===== config.mk =====
export PLATFORM = sky130hd
export DESIGN_NAME = nand_status_poller
export DESIGN_NICKNAME = d
export VERILOG_FILES = /design/src/rtl/nand_status_poller.sv
export SDC_FILE = /design/constraint.sdc
export NUM_CORES = 1
export LEC_CHECK = 0
export BUFFER_PORTS_ARGS = -buffer_cell sky130_fd_sc_hd__buf_4
export CORE_ASPECT_RATIO = 1.4
export CORE_UTILIZATION = 40
export DETAILED_ROUTE_END_ITERATION = 16
export RECOVER_POWER = 100
export SETUP_SLACK_MARGIN = 0.5
export SYNTH_ARGS = -nofsm -noshare
export SYNTH_HDL_FRONTEND = slang
export SYNTH_SLANG_ARGS = --single-unit
export TNS_END_PERCENT = 5

===== constraint.sdc =====
create_clock -name clk -period 2.95 [get_ports clk]
set_input_delay 0.7375 -clock clk [delete_from_list [all_inputs] [get_ports clk]]
set_output_delay 0.7375 -clock clk [all_outputs]
set_load 0.01 [all_outputs]

===== src/rtl/nand_status_poller.sv =====
module nand_status_poller #(
  parameter int DW = 8,
  parameter int PW = 16,
  parameter logic [3:0] OPCODE = 4'hB
) (
  input  logic            clk,
  input  logic            rst_n,
  input  logic            start,
  input  logic [127:0]    cmd,
  input  logic [8*DW-1:0] tm_delays,
  input  logic [PW-1:0]   max_polls,
  input  logic [7:0]      dq_in,
  output logic [7:0]      dq_out,
  output logic            dq_oe,
  output logic            ce_n,
  output logic            cle,
  output logic            ale,
  output logic            we_n,
  output logic            re_n,
  output logic            busy,
  output logic            done,
  output logic            err_marker,
  output logic            err_timeout,
  output logic [7:0]      status_out
);

  typedef enum logic [3:0] {
    S_IDLE, S_C_SU, S_C_WE, S_C_HO, S_A_SU, S_A_WE, S_A_HO, S_A_GAP,
    S_R_SU, S_R_LO, S_R_HI, S_R_GAP, S_DONE
  } st_t;

  st_t           state;
  logic [DW-1:0] tmr;
  logic [PW-1:0] polls, lim_q;
  logic [1:0]    aidx;
  logic [7:0]    cbyte, mask_q, cmp_q, stat_q;
  logic [31:0]   addr_q;
  logic [2:0]    c2, c3, a1, a2, a3, a4, r1, r2, r3, r4;
  logic [2:0]    acnt;
  logic          use_addr;

  function automatic logic [DW-1:0] dly(input logic [2:0] s);
    return tm_delays[s*DW +: DW];
  endfunction

  wire        rsvd_clear = ~|{cmd[7:4], cmd[31:25], cmd[47:44], cmd[63:60]};
  wire        cmd_ok     = (cmd[99:96] == 4'd9) && (cmd[3:0] == OPCODE) && rsvd_clear;
  wire [2:0]  cnt_in     = (cmd[43:40] > 4'd4) ? 3'd4 : cmd[42:40];
  wire        tmr_zero   = (tmr == '0);
  wire        hit        = ((stat_q & mask_q) == cmp_q);
  wire        last_addr  = ({1'b0, aidx} == acnt - 3'd1);

  always_ff @(posedge clk) begin
    if (!rst_n) begin
      state       <= S_IDLE;
      tmr         <= '0;
      polls       <= '0;
      lim_q       <= '0;
      aidx        <= '0;
      cbyte       <= '0;
      mask_q      <= '0;
      cmp_q       <= '0;
      stat_q      <= '0;
      addr_q      <= '0;
      {c2, c3, a1, a2, a3, a4, r1, r2, r3, r4} <= '0;
      acnt        <= '0;
      use_addr    <= 1'b0;
      err_marker  <= 1'b0;
      err_timeout <= 1'b0;
    end else begin
      case (state)
        S_IDLE: if (start) begin
          err_marker  <= 1'b0;
          err_timeout <= 1'b0;
          if (!cmd_ok) begin
            err_marker <= 1'b1;
            state      <= S_DONE;
          end else begin
            cbyte    <= cmd[15:8];
            c2       <= cmd[21:19];
            c3       <= cmd[24:22];
            use_addr <= (cmd[39:32] == 8'd5) && (cnt_in != 3'd0);
            acnt     <= cnt_in;
            a1       <= cmd[50:48];
            a2       <= cmd[53:51];
            a3       <= cmd[56:54];
            a4       <= cmd[59:57];
            addr_q   <= cmd[95:64];
            mask_q   <= cmd[107:100];
            cmp_q    <= cmd[115:108];
            r1       <= cmd[118:116];
            r2       <= cmd[121:119];
            r3       <= cmd[124:122];
            r4       <= cmd[127:125];
            lim_q    <= (max_polls == '0) ? PW'(1) : max_polls;
            polls    <= '0;
            aidx     <= '0;
            tmr      <= dly(cmd[18:16]);
            state    <= S_C_SU;
          end
        end
        S_DONE: state <= S_IDLE;
        default: if (!tmr_zero) begin
          tmr <= tmr - 1'b1;
        end else begin
          case (state)
            S_C_SU: begin state <= S_C_WE; tmr <= dly(c2); end
            S_C_WE: begin state <= S_C_HO; tmr <= dly(c3); end
            S_C_HO: if (use_addr) begin
                state <= S_A_SU; tmr <= dly(a1);
              end else begin
                state <= S_R_SU; tmr <= dly(r1);
              end
            S_A_SU: begin state <= S_A_WE; tmr <= dly(a2); end
            S_A_WE: begin state <= S_A_HO; tmr <= dly(a3); end
            S_A_HO: if (last_addr) begin
                state <= S_A_GAP; tmr <= dly(a4);
              end else begin
                aidx <= aidx + 1'b1; state <= S_A_SU; tmr <= dly(a1);
              end
            S_A_GAP: begin state <= S_R_SU; tmr <= dly(r1); end
            S_R_SU:  begin state <= S_R_LO; tmr <= dly(r2); end
            S_R_LO: begin
              stat_q <= dq_in;
              polls  <= polls + 1'b1;
              state  <= S_R_HI;
              tmr    <= dly(r3);
            end
            S_R_HI: if (hit) begin
                state <= S_DONE;
              end else if (polls >= lim_q) begin
                err_timeout <= 1'b1;
                state       <= S_DONE;
              end else begin
                state <= S_R_GAP; tmr <= dly(r4);
              end
            S_R_GAP: begin state <= S_R_LO; tmr <= dly(r2); end
            default: state <= S_IDLE;
          endcase
        end
      endcase
    end
  end

  wire in_cmd  = (state == S_C_SU) || (state == S_C_WE) || (state == S_C_HO);
  wire in_addr = (state == S_A_SU) || (state == S_A_WE) || (state == S_A_HO);

  assign cle        = in_cmd;
  assign ale        = in_addr;
  assign we_n       = !((state == S_C_WE) || (state == S_A_WE));
  assign re_n       = (state != S_R_LO);
  assign ce_n       = (state == S_IDLE) || (state == S_DONE);
  assign dq_oe      = in_cmd || in_addr;
  assign dq_out     = in_cmd ? cbyte : addr_q[8*aidx +: 8];
  assign busy       = (state != S_IDLE);
  assign done       = (state == S_DONE);
  assign status_out = stat_q;


  strobe_excl_chk: assert property (@(posedge clk) disable iff (!rst_n)
    $onehot0({cle, ale, !re_n}));


  done_pulse_chk: assert property (@(posedge clk) disable iff (!rst_n)
    done |=> !done);


  ce_cover_chk: assert property (@(posedge clk) disable iff (!rst_n)
    (!we_n || !re_n) |-> !ce_n);


  reject_quiet_chk: assert property (@(posedge clk) disable iff (!rst_n)
    (done && err_marker) |-> ($past(ce_n) && $past(start)));


  timeout_count_chk: assert property (@(posedge clk) disable iff (!rst_n)
    (done && err_timeout) |-> (polls == lim_q));


  match_end_chk: assert property (@(posedge clk) disable iff (!rst_n)
    (done && !err_marker && !err_timeout) |-> ((status_out & mask_q) == cmp_q));

endmodule


==> qor.yml <==
cp_cell_sequence: "buf_12, mux4_2, nand2_1, nand2_2, buf_6"
crit_arrival_ps: 1900
die_h_um: 188
worstMarginPinSlew_ps: 726
critical_path_class: "register to output pin"
grt_max_degree: 77
power_frac_seq_pct: 30.5
h-tree-depth: 4
post-place-ws_ps: 137
finalWeightedCongestion: 0.854
grt-ovfl-total: 0
p_int_uw: 4580
timing.final.hold_violations: 0
finClkSkew_ps: 19.4
fin_crit_sh_pct: 89.4
irDropWorstVdd_mv: 0.471
drc: 0
num_vias: 9343
ys_seq_area_share_pct: 29.5
synth_ff_type: "dfxtp_1"
tritoncts: "yes"
synthArstFlopShare_pct: 0
track_usage_pct: 24.2
wirelength_mm: 30.8
syn_inst: 1138
syn_nets: 1377
grt_pass1_wl_mm: 48.2
io_pins: 245
power.leakage_uw: 0.00495
status: "finished, final reports clean"
holdBufCountCts: 0
setup_viol: 0
max_slew_margin_pct: 51.6
insertion_delay_ps: 430
rr_worst_depth: 11
cts.clk_slew.worst_paths_ps: 60
die_w_um: 135
syn2layout_area_growth_pct: 30.8
antenna_found_initial: 0
maxSlewViolCount: 0
coreArea_um2: 24100
ys_types: 63
setup_ws_ps: 313
die_area_um2: 25400
slowest_stage: "mux4_2"
hp-class: "register to register"
netlist_area_um2: 9910
switchingPower_uw: 2530
yosysWarnings: 0
ys_ff_latch: 146
antennaDiodeCount: 0
syn_area_per_cell_um2: 8.70
rsz0062_at_grt: "true"
dr.pass1.iters: 6
required_ps: 2210
hold_path_depth: 2
start_util_pct: 41.0
synth_edf_count: 0
crit_path_start_kind: "register"
critPathMaxFanout: 5
viasPerCell: 5.49
layout-drive-gt1-share_pct: 30.9
hpwl_mm: 22.8
max_stage_delay_ps: 530
place.port_buffers: 244
period_needed_ps: 2640
drt-initial-drc-count: 512
cts-root-buf: "clkbuf_16"
crit_path_end_kind: "output pin"
tns_ps: 0
comb_power_share_pct: 38.1
cts_made_buffers: 17
cts.path.max_buffers: 2
rows: 67
routedWlPerCell_um: 18.1
sw_frac_of_total_pct: 35.6
drv_cap: 0
fillCellCount: 2336
fmax_ghz: 0.379
clockPowerShare_pct: 31.4
nNetsFinal: 1618
clock-sinks: 146
ant_nets: 0
power_density_nw_per_um2: 548
grt_pass1_vias: 9379
==> critical path: cells and delay by family (launching register included) <==
kind,cells,cell delay (ps)
multiplexers,1,530
flip-flops,1,490
buffers and inverters,2,290
AND/OR/NAND/NOR,2,170
==> cells by family after synthesis <==
group | count (synthesis) | share of synthesized area, %
flops | 146 | 29.5
fa+ha+maj | 20 | 2.53
simple gates | 428 | 19.5
buf+inv | 117 | 4.84
compound gates | 266 | 18.4
mux | 139 | 23.3
xor+xnor | 22 | 1.95
==> state kept, by name, indices dropped and copies added, names as in the netlist, 3 cells and up <==
signal	count
a1	3
a2	3
a3	3
a4	3
acnt	3
addr_q	32
c2	3
c3	3
cbyte	8
cmp_q	8
lim_q	16
mask_q	8
polls	16
r1	3
r2	3
r3	3
r4	3
state	4
status_out	8
tmr	8
==> placed cells by master (no fill, tap or decap), drive strengths merged, types with 12 or more instances in the layout <==
| cell type | instances |
|---|---|
| xnor2 | 14 |
| nand3 | 21 |
| mux2i | 55 |
| mux2 | 12 |
| a21oi | 34 |
| a211oi | 15 |
| clkbuf | 42 |
| nor4 | 12 |
| dfxtp | 146 |
| mux4 | 72 |
| o21ai | 40 |
| a31oi | 12 |
| o22ai | 19 |
| inv | 38 |
| a21boi | 105 |
| ha | 20 |
| nor2 | 46 |
| nand2 | 277 |
| buf | 279 |
==> metrics by stage <==
step / power (uW) / instance area [um2] / util (%) / std cells / hold slack, ps
final: 7100 / 13000 / 53.7 / 1702 / 461
after global routing: 7470 / 13000 / 53.7 / 1702 / 483
after CTS: 7040 / 12900 / 53.4 / 1688 / 464
after detailed placement: 4710 / 12100 / 50.3 / 1648 / 456
after global placement: 4690 / 12100 / 50.3 / 1648 / 449
after floorplan: 3780 / 9910 / - / 1138 / 439
==> per-layer routing <==
| layer | up-vias | track usage (%) | wire length (um) |
|---|---|---|---|
| met4 | 0 | 8.38 | 912 |
| met5 | - | 0 | 0 |
| met2 | 278 | 44.2 | 16200 |
| met1 | 4399 | 28.2 | 12300 |
| li1 | 4601 | - | - |
| met3 | 65 | 3.71 | 1430 |
==> Yosys cell counts (3+ instances only) <==
library cell / number / area (um2)
o211ai_1: 5 / 37.5
dfxtp_1: 146 / 2920
nor3_1: 8 / 40.0
mux2_2: 12 / 135
a21o_1: 10 / 75.1
nor4_1: 10 / 62.6
nand3b_1: 3 / 22.5
xor2_1: 8 / 70.1
o21ai_0: 39 / 195
nand2_1: 277 / 1040
xnor2_1: 14 / 123
a21oi_1: 33 / 165
buf_1: 6 / 22.5
a21boi_0: 105 / 788
clkbuf_1: 52 / 195
nand2b_1: 4 / 25.0
buf_4: 4 / 30.0
mux2i_1: 55 / 551
nand3_1: 21 / 105
nand4_1: 8 / 50.1
mux4_2: 72 / 1620
inv_1: 33 / 124
o211a_1: 4 / 40.0
a211oi_1: 14 / 105
ha_1: 20 / 250
o22ai_1: 18 / 113
nor4b_1: 4 / 35.0
buf_2: 20 / 100
a22oi_1: 9 / 67.6
and3_1: 6 / 37.5
nor2_1: 46 / 173
nor3_2: 3 / 30.0
nor2b_1: 11 / 68.8
or3_1: 6 / 37.5
a31oi_1: 12 / 75.1
nor3b_1: 4 / 30.0
==> path summary, 6_finish.rpt <==
| kind | start | end | slack [ps] |
|---|---|---|---|
| worst max-delay path | aidx[0] | dq_out[1] | 310 |
| worst min-delay path | a3[1] | a3[1] | 460 |
| worst max register to register | polls[0] | tmr[2] | 440 |
| worst min register to register | a3[1] | a3[1] | 460 |
==> final cells by class <==
| class | instances | area, um2 | share of cell area [%] |
|---|---|---|---|
| Inverter | 35 | 135 | 1.04 |
| Multi-Input combinational cell | 875 | 6520 | 50.3 |
| Sequential cell | 146 | 2940 | 22.7 |
| Timing Repair Buffer | 303 | 2360 | 18.2 |
| Clock buffer | 18 | 439 | 3.39 |
| Clock inverter | 14 | 173 | 1.33 |
| Tap cell | 310 | 388 | 2.99 |
| Timing Repair inverter | 1 | 3.75 | 0.0290 |
==> repair_timing <==
action / CTS / global route
pin swaps: 3 / 10
setup endpoints to repair: 25 / 26
gates resized for setup: 25 / 23
gates cloned: 2 / 2
setup buffers: 6 / 12
==> power groups by stage <==
stage / registers [uW] / logic (uW) / clock network, uW
global placement: 2210 / 2480 / 0
finish: 2170 / 2710 / 2230
global route: 2180 / 2930 / 2360
CTS: 2170 / 2600 / 2270
floorplan: 2140 / 1640 / 0
detailed placement: 2210 / 2500 / 0
(Power assumes the default switching activity.)
